$ cat config.mk
export PLATFORM = sky130hd
export DESIGN_NAME = booth_mul_seq
export DESIGN_NICKNAME = d
export VERILOG_FILES = /design/src/rtl/booth_pkg.sv /design/src/rtl/booth_recode.sv /design/src/rtl/booth_addsub.sv /design/src/rtl/booth_step_counter.sv /design/src/rtl/booth_mul_seq.sv
export SDC_FILE = /design/constraint.sdc
export NUM_CORES = 1
export LEC_CHECK = 0
export BUFFER_PORTS_ARGS = -buffer_cell sky130_fd_sc_hd__buf_2
export CAP_MARGIN = 20
export CORE_MARGIN = 5
export CORE_UTILIZATION = 52
export CTS_BUF_LIST = sky130_fd_sc_hd__clkbuf_8
export CTS_CLUSTER_DIAMETER = 120
export DETAILED_ROUTE_END_ITERATION = 10
export GPL_ROUTABILITY_DRIVEN = 0
export PLACE_DENSITY = 0.79
export SYNTH_ARGS = -nofsm -noshare
export SYNTH_HDL_FRONTEND = slang
export SYNTH_HIERARCHICAL = 1
export SYNTH_SLANG_ARGS = --single-unit
export TNS_END_PERCENT = 30
$ cat constraint.sdc
create_clock -name clk -period 3.7 [get_ports clk]
set_input_delay 0.74 -clock clk [delete_from_list [all_inputs] [get_ports clk]]
set_output_delay 0.74 -clock clk [all_outputs]
set_load 0.02 [all_outputs]
$ cat src/rtl/booth_pkg.sv
package booth_pkg;

  // Action chosen by the recoder for one step
  typedef enum logic [1:0] {
    STEP_HOLD = 2'd0,
    STEP_ADD  = 2'd1,
    STEP_SUB  = 2'd2
  } step_op_e;

endpackage

$ cat src/rtl/booth_recode.sv
module booth_recode
  import booth_pkg::*;
(
  input  logic     lsb_now,
  input  logic     lsb_prev,
  output step_op_e op
);

  // Pair (current lsb, previously shifted-out bit):
  // 1,0 -> start of a run of ones -> subtract
  // 0,1 -> end of a run of ones   -> add
  always_comb begin
    unique case ({lsb_now, lsb_prev})
      2'b10:   op = STEP_SUB;
      2'b01:   op = STEP_ADD;
      default: op = STEP_HOLD;
    endcase
  end

endmodule

$ cat src/rtl/booth_addsub.sv
module booth_addsub
  import booth_pkg::*;
#(
  parameter int AW = 33
) (
  input  logic [AW-1:0] acc,
  input  logic [AW-1:0] mcand,
  input  step_op_e      op,
  output logic [AW-1:0] result
);

  logic [AW-1:0] operand;
  logic          carry_in;

  // One adder serves both directions: subtraction inverts and adds one
  always_comb begin
    unique case (op)
      STEP_ADD: begin operand = mcand;       carry_in = 1'b0; end
      STEP_SUB: begin operand = ~mcand;      carry_in = 1'b1; end
      default:  begin operand = '0;          carry_in = 1'b0; end
    endcase
    result = acc + operand + AW'(carry_in);
  end

endmodule

$ cat src/rtl/booth_step_counter.sv
module booth_step_counter #(
  parameter int STEPS = 32,
  localparam int CW   = $clog2(STEPS + 1)
) (
  input  logic          clk,
  input  logic          rst,
  input  logic          load,
  input  logic          step,
  output logic [CW-1:0] remaining,
  output logic          last_step
);

  always_ff @(posedge clk) begin
    if (rst) begin
      remaining <= '0;
    end else if (load) begin
      remaining <= CW'(STEPS);
    end else if (step && remaining != '0) begin
      remaining <= remaining - CW'(1);
    end
  end

  assign last_step = (remaining == CW'(1));

endmodule

$ cat src/rtl/booth_mul_seq.sv
module booth_mul_seq
  import booth_pkg::*;
#(
  parameter int W   = 32,
  localparam int AW = W + 1,
  localparam int PW = 2 * W,
  localparam int CW = $clog2(W + 1)
) (
  input  logic          clk,
  input  logic          rst,
  input  logic          start,
  input  logic [W-1:0]  multiplicand,
  input  logic [W-1:0]  multiplier,
  output logic          busy,
  output logic          done,
  output logic [PW-1:0] product
);

  // Accumulator carries one guard bit so that subtracting the most
  // negative multiplicand never wraps.
  logic [AW-1:0] acc_r;
  logic [AW-1:0] mcand_r;
  logic [W-1:0]  mq_r;
  logic          shifted_out_r;

  logic          accept;
  logic          last_step;
  logic [CW-1:0] steps_left;
  step_op_e      op;
  logic [AW-1:0] acc_sum;

  assign accept = start && !busy;

  booth_recode u_recode (
    .lsb_now  (mq_r[0]),
    .lsb_prev (shifted_out_r),
    .op       (op)
  );

  booth_addsub #(.AW(AW)) u_addsub (
    .acc    (acc_r),
    .mcand  (mcand_r),
    .op     (op),
    .result (acc_sum)
  );

  booth_step_counter #(.STEPS(W)) u_count (
    .clk       (clk),
    .rst       (rst),
    .load      (accept),
    .step      (busy),
    .remaining (steps_left),
    .last_step (last_step)
  );

  // Datapath: load, then add/sub followed by arithmetic shift of the chain
  always_ff @(posedge clk) begin
    if (rst) begin
      acc_r         <= '0;
      mcand_r       <= '0;
      mq_r          <= '0;
      shifted_out_r <= 1'b0;
    end else if (accept) begin
      acc_r         <= '0;
      mcand_r       <= {multiplicand[W-1], multiplicand};
      mq_r          <= multiplier;
      shifted_out_r <= 1'b0;
    end else if (busy) begin
      acc_r         <= {acc_sum[AW-1], acc_sum[AW-1:1]};
      mq_r          <= {acc_sum[0], mq_r[W-1:1]};
      shifted_out_r <= mq_r[0];
    end
  end

  // Control: busy for W steps, then a single done pulse
  always_ff @(posedge clk) begin
    if (rst) begin
      busy <= 1'b0;
      done <= 1'b0;
    end else begin
      done <= 1'b0;
      if (accept) begin
        busy <= 1'b1;
      end else if (busy && last_step) begin
        busy <= 1'b0;
        done <= 1'b1;
      end
    end
  end

  // The final result fits in PW bits; the guard bit is dropped here.
  assign product = {acc_r[W-1:0], mq_r};

  logic unused_ok;
  assign unused_ok = ^steps_left;

endmodule

Yosys cells after proc, flatten, opt, wreduce, memory -nomap -nowiden
Index checks and enable logic that the tools add are counted.

storage, ports and cells
  logic and storage cells = 36
  input bits = 67
  output and inout bits = 66
  register bits after elaboration = 105

operators by class
  reduce and logical (&&, ||, !) cells = 9
  multiplexer cells = 10
  $add $sub $neg = 3
  equality and inequality tests = 5
  bitwise logic cells = 1

operators with widths
  kind                 number
  $pmux 33 s2          1
  $mux 32              2
  $add 33x1->33        1
  $add 33x33->33       1
  $not 33->33          1
  $mux 6               2
  $eq 6x1->1 const B   1
  $reduce_bool 2->1    3
  $reduce_bool 6->1    1
  $sub 6x1->6 const B  1
  $eq 2x1->1 const B   2
  $eq 2x2->1 const B   2
  $mux 1               4
  $pmux 2 s2           1
  $logic_and 1x1->1    3
  $reduce_or 2->1      1
  $logic_not 1->1      1

Depth between registers and ports, before layout
  word-level depth = 8
  depth in mapped cells = 17
  mapped depth without buffers = 15

Hierarchy
The synthesis kept the hierarchy.

by module, submodules not included
  module              cells an instance  seq. area each (um^2)  area each (um^2)  times used
  booth_mul_seq       432                1981.9                 3982.6            1
  booth_addsub        345                0.0                    2174.6            1
  booth_step_counter  41                 120.1                  350.3             1
  booth_recode        2                  0.0                    15.0              1

Least setup slack after synthesis
No wires, ideal clock.

  path type = reg-to-reg
  start = reg mq_r[0]
  end = reg acc_r[17]
  cell stages (with the launch flop) = 18
  data arrival time = 3.505 ns
  buffers on the path = 2
  setup time = 0.117 ns
  data required time = 3.583 ns
  slack = 0.077 ns
  clock period less this slack = 3.623 ns
  cell sequence = dfxtp_1 -> and2b_2 -> nor2b_1 -> clkbuf_1 -> clkbuf_1 -> nand2_1 -> o21ai_0 -> fa_1 -> fa_1 -> a21o_1 -> a31o_1 -> a211oi_2 -> o21bai_1 -> a21o_1 -> a21oi_1 -> xnor2_1 -> a21oi_1 -> nor2_1

on the way
  longest elaborated chain between the ends = 6
  elaborated cells on any way between the ends = 9
  classes of those cells = 2 x add/sub; 4 x eq/ne; 3 x mux

RTL lines
  item                                             RTL line             source
  start, declared                                  booth_mul_seq.sv:23  logic [W-1:0] mq_r;
  start signal, assigned                           booth_mul_seq.sv:66  mq_r <= multiplier;
  start signal, assigned                           booth_mul_seq.sv:70  mq_r <= {acc_sum[0], mq_r[W-1:1]};
  $eq 2x1->1 / $eq 2x2->1 (equally long branches)  booth_recode.sv:13   unique case ({lsb_now, lsb_prev})
  $pmux 2 s2 (*)                                   booth_recode.sv:13
  named net op[0]                                  booth_mul_seq.sv:29  step_op_e op;
  $eq 2x2->1 / $eq 2x1->1 (equally long branches)  booth_addsub.sv:17   unique case (op)
  $pmux 33 s2                                      booth_addsub.sv:17
  $add 33x33->33                                   booth_addsub.sv:22   result = acc + operand + AW'(carry_in);
  $add 33x1->33 (*)                                booth_addsub.sv:22
  named net acc_sum[18]                            booth_mul_seq.sv:30  logic [AW-1:0] acc_sum;
  end signal, assigned                             booth_mul_seq.sv:69  acc_r <= {acc_sum[AW-1], acc_sum[AW-1:1]};
  end, declared                                    booth_mul_seq.sv:21  logic [AW-1:0] acc_r;

Mark *: on every way through the listed nets, which the timed path passes. The rest lies on a longest branch.
A chain may end at the register's enable or synchronous reset.

Worst setup path after layout
  start = reg mq_r[0]
  end = reg acc_r[29]

The elaborated chain is that of the path after synthesis.

==> run summary <==
## Status
* **run status** finished, final reports clean

## Global route
* **first-pass GRT wire length** 27000 µm
* **Congestion Overflow GR** 0
* **overall routing resource usage** 22.3%
* **number of antenna violations at the first check in global routing** 0
* **maximum number of pins on one net before global-route repair** 89
* **number of global-route vias before repair** 5845

## Power and ir drop
* **total power of the final layout** 0.00245 W
* **power density normalized to cell area** 326 nW/µm²
* **Clock Power Share** 27.6%
* **worst IR drop on VDD** 0.317 mV
* **internal power** 0.00168 W
* **Leak** 3.44 nW
* **sequential share of power** 51.0%
* **power spent charging and discharging nets** 0.000769 W
* **net switching share of the total power** 31.4%
* **combinational group share of total power** 21.5%

## Critical path
* **WP buf/inv** 1
* **CP max-delay cell** sky130_fd_sc_hd__fa_1
* **Worst Path Max Fanout** 10
* **worst path cell trace** and2b_2, nand2b_1, buf_4, o21ai_0, fa_1, fa_2, a21o_1, a21oi_1, o311ai_1, a21oi_1, nand3_1, a41oi_2, xnor2_1, a21oi_1, nor2_1
* **crit path capture type** register
* **Most Frequent Cell on Critical Path** sky130_fd_sc_hd__a21oi_1
* **Worst Setup Start Kind** register
* **Critical Path Max Stage Delay** 0.42 ns
* **worst setup path class** reg -> reg
* **cell family with the largest share of critical-path delay** compound AO/OA/AOI/OAI gates
* **CP arrival** 3.73 ns
* **Worst EP required** 3.95 ns

## Clock network
* **clk buf depth** 2
* **total clock sinks** 105
* **worst-skew pair later-pin latency** 0.38 ns
* **clock slew at reported path FFs** 0.10 ns
* **CTS HTree Levels** 3
* **CTS tree** yes
* **clock tree root driver cell** sky130_fd_sc_hd__clkbuf_8
* **number of buffers added by the clock tree synthesis step** 9

## Flow run
* **maxcap violations** 0

## STA
* **smallest hold slack** 0.476 ns
* **shortest period the worst path allows** 3.48 ns
* **unrepaired setup endpoints after global routing** true
* **setup_tns** 0 ns
* **worst slew margin relative to its limit** 37.5%
* **peak clock frequency supported by timing** 287 MHz
* **# setup viols final** 0
* **number of max-slew violations in the final report** 0
* **Least-Margin Pin Slew** 0.937 ns
* **final hold violation count** 0
* **Tcrit/Tclk final** 94.1%
* **skew final** 0.0169 ns

## Die
* **area of the core region** 12500 µm²
* **width of the die** 122 µm
* **standard-cell rows** 41
* **Initial Util** 52.3%
* **# IOs** 133
* **vertical die dimension** 122 µm
* **die outline area** 14900 µm²

## Logic synthesis
* **top_reg_cell synth** sky130_fd_sc_hd__dfxtp_1
* **post-synthesis sequential area ratio** 32.2%
* **mux cell area share after synthesis** 10.9%
* **area fraction in compound gates after synthesis** 17.7%
* **XOR/XNOR share of the synthesized area** 4.16%
* **Post-Synthesis Mean Instance Area** 7.95 µm²
* **Post-Synthesis Cells** 820
* **adder-cell share of the synthesized area** 7.14%
* **dominant cell by count in the synthesized netlist** sky130_fd_sc_hd__nand2_1
* **Post-Synth Simple-Gate Area** 22.7%
* **cell type contributing the most total cell area after synthesis** sky130_fd_sc_hd__dfxtp_1
* **largest family of logic cells by synthesized area** simple AND/OR/NAND/NOR gates
* **Post-Synthesis Net Count** 923
* **Async S/R FF share, synth** 0%
* **list of most frequent post-synthesis cells** sky130_fd_sc_hd__nand2_1 (128), sky130_fd_sc_hd__a21oi_1 (105), sky130_fd_sc_hd__dfxtp_1 (105), sky130_fd_sc_hd__nor2_1 (89), sky130_fd_sc_hd__o21ai_0 (47)
* **total of warnings raised by yosys** 6
* **Netlist Area Pre-Place** 6520 µm²
* **Yosys cell types** 64
* **FF+latch count, synth** 105
* **fraction of synthesized cell area taken by the top area cell type** 32.2%
* **EDFF count, synth** 0
* **leading cell types by total area after synthesis** sky130_fd_sc_hd__dfxtp_1 (32%), sky130_fd_sc_hd__a21oi_1 (8.1%), sky130_fd_sc_hd__nand2_1 (7.4%)

## Place
* **Placement Cell Area** 7260 µm²
* **placed instance count** 1084
* **number of buffers inserted by port buffering** 132
* **HPWL after detailed placement** 12000 µm

## Routing
* **TritonRoute pass-1 iters** 7
* **Total Routed Length** 16400 µm
* **post-route ant nets** 0
* **vias per std cell** 5.51
* **DRC violation count after routing** 0
* **detailed-route via count** 6079
* **initial DRC count** 330
* **Wirelength per Cell** 14.9 µm

## Cells and area
* **Net count, final** 1030
* **Antenna Cells** 0
* **final std cell area, no fill** 7500 µm²
* **proportion of layout cells with a drive suffix above 1** 24.2%
* **area overhead of the layout relative to synthesis** 14.9%
* **final std cells w/o fill** 1104

## Hold path
* **path class of the lowest-slack min-delay path** reg -> reg

registers in the layout (all words and copies together) (netlist names):
name	flops
acc_r	32
mcand_r	32
mq_r	32
u_count/remaining	6
shifted_out_r	1
busy	1
done	1
layout make-up:
cell class              instances  area [µm²]
fillers                      1132        4970
multi-input cells             646        4120
flip-flops and latches        105        2110
repair buffers                156         843
well taps                     172         215
clock buffers                  10         138
clock inverters                 6        42.5
inverters                       9        33.8
worst register-to-register path, cell delays in order (launching register included):
cell and delay, ns:
sky130_fd_sc_hd__dfxtp_1 0.33, sky130_fd_sc_hd__and2b_2 0.21, sky130_fd_sc_hd__nand2b_1 0.14, sky130_fd_sc_hd__buf_4 0.18
sky130_fd_sc_hd__o21ai_0 0.11, sky130_fd_sc_hd__fa_1 0.42, sky130_fd_sc_hd__fa_2 0.37, sky130_fd_sc_hd__a21o_1 0.20
sky130_fd_sc_hd__a21oi_1 0.21, sky130_fd_sc_hd__o311ai_1 0.18, sky130_fd_sc_hd__a21oi_1 0.25, sky130_fd_sc_hd__nand3_1 0.22
sky130_fd_sc_hd__a41oi_2 0.28, sky130_fd_sc_hd__xnor2_1 0.09, sky130_fd_sc_hd__a21oi_1 0.14, sky130_fd_sc_hd__nor2_1 0.05
cells in the final DEF, fill, tap and decap left out, drive strengths merged, types with 3 or more instances in the layout:
cell	count
o21bai	3
clkbuf	10
mux2i	33
a21oi	107
nand2	129
or3	3
nor2b	4
o21ai	50
nand2b	4
nor2	89
mux2	33
nand3	13
nor3	7
nand4	10
nor3b	33
a21o	18
inv	14
buf	156
dfxtp	105
or4	3
ha	34
a211oi	4
xor2	9
xnor2	22
what timing repair did:
action,in CTS,in global routing
hold endpoints to repair,0,0
gates resized for setup,0,8
setup buffers,0,4
hold buffers,0,0
setup endpoints to repair,0,10
metrics by stage:
stage,worst slack (ns),utilization (%)
2_1_floorplan,0.0774,-
3_3_place_gp,0.166,58.2
3_5_place_dp,0.158,58.2
4_1_cts,0.0989,59.7
5_1_grt,-0.0224,60.1
6_report,0.220,60.1
path summary, 6_finish.rpt:
kind	from	endpoint	slack (ns)	cells after the start
worst max-delay path	mq_r[0]	acc_r[29]	0.22	15
worst min-delay path	mcand_r[0]	mcand_r[0]	0.48	2
worst max register to register	mq_r[0]	acc_r[29]	0.22	15
worst min register to register	mcand_r[0]	mcand_r[0]	0.48	2
cells by family (layout without fill, tap and decap cells):
family                     count (synthesis)  in the layout
muxes                                     66             66
DFF                                      105            105
buffers and inverters                     69            181
xor gates and xnor gates                  31             31
and+or+nand+nor                          311            311
AOI/OAI and AO/OA                        202            202
adders and majority gates                 36             36
power groups by stage:
stage	Combinational (W)	Clock [W]	Sequential [W]
6_report	0.000525	0.000674	0.00125
5_1_grt	0.000581	0.000739	0.00126
4_1_cts	0.000523	0.000692	0.00125
3_5_place_dp	0.000521	0	0.00127
3_3_place_gp	0.000513	0	0.00127
2_1_floorplan	0.000346	0	0.00130
routing by layer:
metal	GRT usage, %	wire (µm)	up-vias
met5	0	0	-
met4	7.14	316	0
met3	6.13	1190	26
met2	37.1	7600	195
met1	27.9	7330	2783
li1	-	-	3075
Power figures use the tool's default switching activity.
